File: src/rtl/evt_flag_pkg.sv
package evt_flag_pkg;
   localparam int MAX_CH = 8;
   typedef enum logic {IRQ_COMB = 1'b0, IRQ_REG = 1'b1} irq_mode_e;
endpackage

File: src/rtl/evt_flag_cell.sv
module evt_flag_cell (
   input  logic clk,
   input  logic rst_n,
   input  logic evt_i,
   input  logic rd_i,
   input  logic wr_i,
   input  logic wbit_i,
   output logic flag_o,
   output logic arm_o
);
   always_ff @(posedge clk) begin
      if (!rst_n) begin
         flag_o <= 1'b0;
         arm_o  <= 1'b0;
      end else begin
         if (evt_i)
            flag_o <= 1'b1;
         else if (wr_i && !wbit_i && arm_o)
            flag_o <= 1'b0;
         if (evt_i || wr_i)
            arm_o <= 1'b0;
         else if (rd_i)
            arm_o <= flag_o;
      end
   end

   p_evt_sets_r2: assert property (@(posedge clk) disable iff (!rst_n)
      evt_i |=> flag_o);
   p_one_keeps_r4: assert property (@(posedge clk) disable iff (!rst_n)
      (wr_i && wbit_i && !evt_i) |=> flag_o == $past(flag_o));
   p_unarmed_keeps_r5: assert property (@(posedge clk) disable iff (!rst_n)
      (wr_i && !arm_o && !evt_i) |=> flag_o == $past(flag_o));
   p_fall_needs_arm_r3: assert property (@(posedge clk) disable iff (!rst_n)
      $fell(flag_o) |-> ($past(arm_o) && $past(wr_i)));
   p_evt_disarms_r6: assert property (@(posedge clk) disable iff (!rst_n)
      evt_i |=> !arm_o);
   p_wr_consumes_r8: assert property (@(posedge clk) disable iff (!rst_n)
      wr_i |=> !arm_o);
   p_arm_has_flag_r3: assert property (@(posedge clk) disable iff (!rst_n)
      arm_o |-> flag_o);
endmodule

File: src/rtl/evt_irq_merge.sv
module evt_irq_merge
   import evt_flag_pkg::*;
#(
   parameter int        NUM_CH   = 8,
   parameter irq_mode_e IRQ_MODE = IRQ_COMB
) (
   input  logic              clk,
   input  logic              rst_n,
   input  logic [NUM_CH-1:0] flag_i,
   input  logic [NUM_CH-1:0] ien_i,
   output logic              irq_o
);
   logic pend;
   assign pend = |(flag_i & ien_i);

   generate
      if (IRQ_MODE == IRQ_REG) begin : g_reg
         always_ff @(posedge clk) begin
            if (!rst_n) irq_o <= 1'b0;
            else        irq_o <= pend;
         end
      end else begin : g_comb
         assign irq_o = pend;
      end
   endgenerate
endmodule

File: src/rtl/evt_rd_pack.sv
module evt_rd_pack #(
   parameter int NUM_CH = 8,
   parameter int DATA_W = 32
) (
   input  logic [NUM_CH-1:0] flag_i,
   output logic [DATA_W-1:0] word_o
);
   generate
      for (genvar b = 0; b < DATA_W; b++) begin : g_bit
         if (b < NUM_CH) begin : g_live
            assign word_o[b] = flag_i[b];
         end else begin : g_zero
            assign word_o[b] = 1'b0;
         end
      end
   endgenerate
endmodule

File: src/rtl/evt_flag_bank.sv
module evt_flag_bank
   import evt_flag_pkg::*;
#(
   parameter int        NUM_CH   = 8,
   parameter int        DATA_W   = 32,
   parameter irq_mode_e IRQ_MODE = IRQ_COMB
) (
   input  logic              clk,
   input  logic              rst_n,
   input  logic [NUM_CH-1:0] evt_i,
   input  logic [NUM_CH-1:0] ien_i,
   input  logic              rd_stb_i,
   input  logic              wr_stb_i,
   input  logic [DATA_W-1:0] wr_data_i,
   output logic [DATA_W-1:0] rd_data_o,
   output logic              irq_o
);
   generate
      if (NUM_CH < 1 || NUM_CH > MAX_CH || NUM_CH > DATA_W) begin : g_bad_cfg
         $error("evt_flag_bank: NUM_CH out of range");
      end
   endgenerate

   logic [NUM_CH-1:0] flag;
   logic [NUM_CH-1:0] arm;
   logic              unused_wdata;
   assign unused_wdata = ^wr_data_i;

   generate
      for (genvar c = 0; c < NUM_CH; c++) begin : g_ch
         evt_flag_cell u_cell (
            .clk    (clk),
            .rst_n  (rst_n),
            .evt_i  (evt_i[c]),
            .rd_i   (rd_stb_i),
            .wr_i   (wr_stb_i),
            .wbit_i (wr_data_i[c]),
            .flag_o (flag[c]),
            .arm_o  (arm[c])
         );
      end
   endgenerate

   evt_rd_pack #(.NUM_CH(NUM_CH), .DATA_W(DATA_W)) u_pack (
      .flag_i (flag),
      .word_o (rd_data_o)
   );

   evt_irq_merge #(.NUM_CH(NUM_CH), .IRQ_MODE(IRQ_MODE)) u_irq (
      .clk    (clk),
      .rst_n  (rst_n),
      .flag_i (flag),
      .ien_i  (ien_i),
      .irq_o  (irq_o)
   );

   p_reset_clear_r1: assert property (@(posedge clk)
      !rst_n |=> (flag == '0 && arm == '0));
   p_wr_rd_noarm_r9: assert property (@(posedge clk) disable iff (!rst_n)
      (rd_stb_i && wr_stb_i) |=> arm == '0);
   p_evt_beats_clear_r7: assert property (@(posedge clk) disable iff (!rst_n)
      (wr_stb_i && evt_i != '0) |=> ((rd_data_o[NUM_CH-1:0] & $past(evt_i)) == $past(evt_i)));
   generate
      if (IRQ_MODE == IRQ_COMB) begin : g_irq_chk
         p_masked_quiet_r10: assert property (@(posedge clk) disable iff (!rst_n)
            ((rd_data_o[NUM_CH-1:0] & ien_i) == '0) |-> !irq_o);
         p_pending_fires_r10: assert property (@(posedge clk) disable iff (!rst_n)
            ((rd_data_o[NUM_CH-1:0] & ien_i) != '0) |-> irq_o);
      end
      if (NUM_CH < DATA_W) begin : g_hi_chk
         p_upper_zero_r2: assert property (@(posedge clk)
            rd_data_o[DATA_W-1:NUM_CH] == '0);
      end
   endgenerate
endmodule

File: config.mk
export PLATFORM = sky130hd
export DESIGN_NAME = evt_flag_bank
export DESIGN_NICKNAME = d
export VERILOG_FILES = /design/src/rtl/evt_flag_pkg.sv /design/src/rtl/evt_flag_cell.sv /design/src/rtl/evt_irq_merge.sv /design/src/rtl/evt_rd_pack.sv /design/src/rtl/evt_flag_bank.sv
export SDC_FILE = /design/constraint.sdc
export NUM_CORES = 1
export LEC_CHECK = 0
export CORE_UTILIZATION = 28
export CTS_CLUSTER_DIAMETER = 50
export DETAILED_ROUTE_END_ITERATION = 16
export HOLD_SLACK_MARGIN = 0.03
export PLACE_DENSITY = 0.76
export SYNTH_ARGS = -nofsm -noshare
export SYNTH_HDL_FRONTEND = slang
export SYNTH_SLANG_ARGS = --single-unit
File: constraint.sdc
create_clock -name clk -period 0.8 [get_ports clk]
set_input_delay 0.16 -clock clk [delete_from_list [all_inputs] [get_ports clk]]
set_output_delay 0.16 -clock clk [all_outputs]
set_load 0.05 [all_outputs]
==> qor.yml <==
status: "finished, violations left"
violations: "negative setup slack"
die_x_um: 60.4
irDropWorstVdd_uv: 666
hold_path_class: "in -> reg"
dp_cells: 189
core.rowCount: 20
setup_ws_ps: -508
crit_required_ps: 640
wl_um: 2370
critPathLaunch: "g_ch[1].u_cell.flag_o$_SDFFE_PN0P_"
ff2ff_path_depth: 4
num_antenna_cells: 0
yosys_warnings: 0
wl_per_cell_um: 11.9
nets: 208
max-clock-path-buffers: 2
grt_pass1_vias: 804
synth.distinct_cells: 12
fmax_ghz: 0.765
setup_tns_ps: -3060
drt_first_iter_violations: 27
hp-start: "rst_n"
antenna_found_initial: 0
cellPowerDensity_nw_per_um2: 1430
io_pins: 85
slew_violations: 0
setup_violations: 20
cts_max_level: 1
grt_pass1_wl_um: 3510
die-area_um2: 3650
grt_max_degree: 10
hold_path_end: "g_ch[4].u_cell.flag_o$_SDFFE_PN0P_"
drc: 0
place_area_um2: 1450
core_um2: 3150
clock_latency_ps: 280
synth_area_leaders: "dfxtp_1 34%, buf_4 26%, and4bb_2 10%, mux2i_1 8.4%, nor3_2 8.4%"
drt_pass1_iterations: 4
final_cell_mix: "24 x conb_1, 24 x clkdlybuf4s50_1, 15 x buf_6, 15 x buf_4"
dp_hpwl_um: 1800
fin_cells: 199
rr_endpoint: "g_ch[0].u_cell.arm_o$_SDFFE_PP0P_"
cts_sinks: 16
drive_above_1_share: 0.490
rr_startpoint: "g_ch[0].u_cell.flag_o$_SDFFE_PN0P_"
fin_skew_ps: 9.41
synth_top_area_share: 0.335
initial_core_util: 0.303
arrival_ps: 1150
ctsHoldBuffers: 0
port_buffers: 36
stdcell_area_um2: 1670
ys_seq_elements: 16
path_class: "reg -> out"
rsz0062_at_grt: "true"
fp.dieH_um: 60.4
ant_nets: 0
clk_pin_slew_ps: 100
p_leak_nw: 0.708
min_period_ps: 1310
global_route.usage.total: 0.134
grt.overflow.total: 0
end_kind: "primary output"
synth_area_um2: 956
vias: 819
rrSetupSlack_ps: -110
whs_path_depth: 4
fin_crit_sh: 1.63
cts_buffers: 3
clockRootBuffer: "clkbuf_4"
place_congestion: 0.665
finalHoldViolCount: 0
critPathLaunchType: "register"
cts_tree: "built"
viasPerCell: 4.12
synthCells: 97
syn_avg_cell_area_um2: 9.85
synth_top_area_cell: "dfxtp_1"
cap_viol_max_count: 0
critPathMaxFanout: 2
syn_to_final_growth_pct: 75.0
ys_seq_area_frac: 0.335
[flip-flops by register name, indices dropped and copies added, names as in the netlist]
signal              count
g_ch.u_cell.arm_o       8
g_ch.u_cell.flag_o      8
[Yosys cell counts]
cell type	n
buf_6	1
a22oi_1	4
nor2_1	8
nand2b_1	1
nand4_1	1
dfxtp_1	16
buf_4	33
o21ai_0	8
conb_1	1
mux2i_1	8
nor3_2	8
and4bb_2	8
[cells by family (layout without fill, tap and decap cells)]
| family | Yosys count | in the layout | synth area share |
|---|---|---|---|
| compound gates | 12 | 12 | 0.0733 |
| buf+inv | 34 | 69 | 0.271 |
| flops | 16 | 16 | 0.335 |
| mux | 8 | 8 | 0.0838 |
| other cells | 1 | 24 | 0.00392 |
| simple gates | 26 | 26 | 0.233 |
[power breakdown]
group	switching [W]	internal, W	leakage, nW
clock	0.000252	0.000277	0.0210
sequential	0.0000265	0.000837	0.133
combinational	0.000565	0.000439	0.554
[worst max path at each step]
stage            end  cells after the start  slack [ps]
6_report       irq_o                      3        -510
4_1_cts        irq_o                      3        -500
2_1_floorplan  irq_o                      2        -330
3_3_place_gp   irq_o                      4        -520
5_1_grt        irq_o                      3        -560
3_5_place_dp   irq_o                      4        -530
[layer usage]
layer / global-route usage / part of all wire / up-vias
met5: 0 / 0 / -
met4: 0.0390 / 0.0055 / 0
met3: 0.0405 / 0.069 / 2
met2: 0.248 / 0.52 / 36
met1: 0.148 / 0.40 / 377
li1: - / - / 404
[layout make-up]
class	instances	area, µm²
clock buffers	4	36.3
fillers	283	1480
multi-input cells	70	543
flip-flops and latches	16	330
well taps	44	55.1
repair buffers	65	708
[worst max-delay path, cell delays in order, from the launching register on]
cell and delay, ps:
dfxtp_2 340, a22oi_2 210, nand4_1 130, buf_6 180
[repair_timing]
action / CTS / global route
setup buffers: 2 / 7
pin swaps: 4 / 9
gates resized for setup: 31 / 21
endpoints found under the setup margin: 24 / 23
cloned: 0 / 0
endpoints found under the hold margin: 0 / 0
[through the flow]
stage	hold WS (ps)	utilization	worst slack, ps	power [W]
global route	408	0.531	-565	0.00252
floorplan	230	-	-325	0.00147
detailed placement	517	0.460	-531	0.00175
CTS	399	0.502	-500	0.00236
finish	415	0.531	-508	0.00240
global placement	500	0.460	-523	0.00174
(Power assumes the default switching activity.)
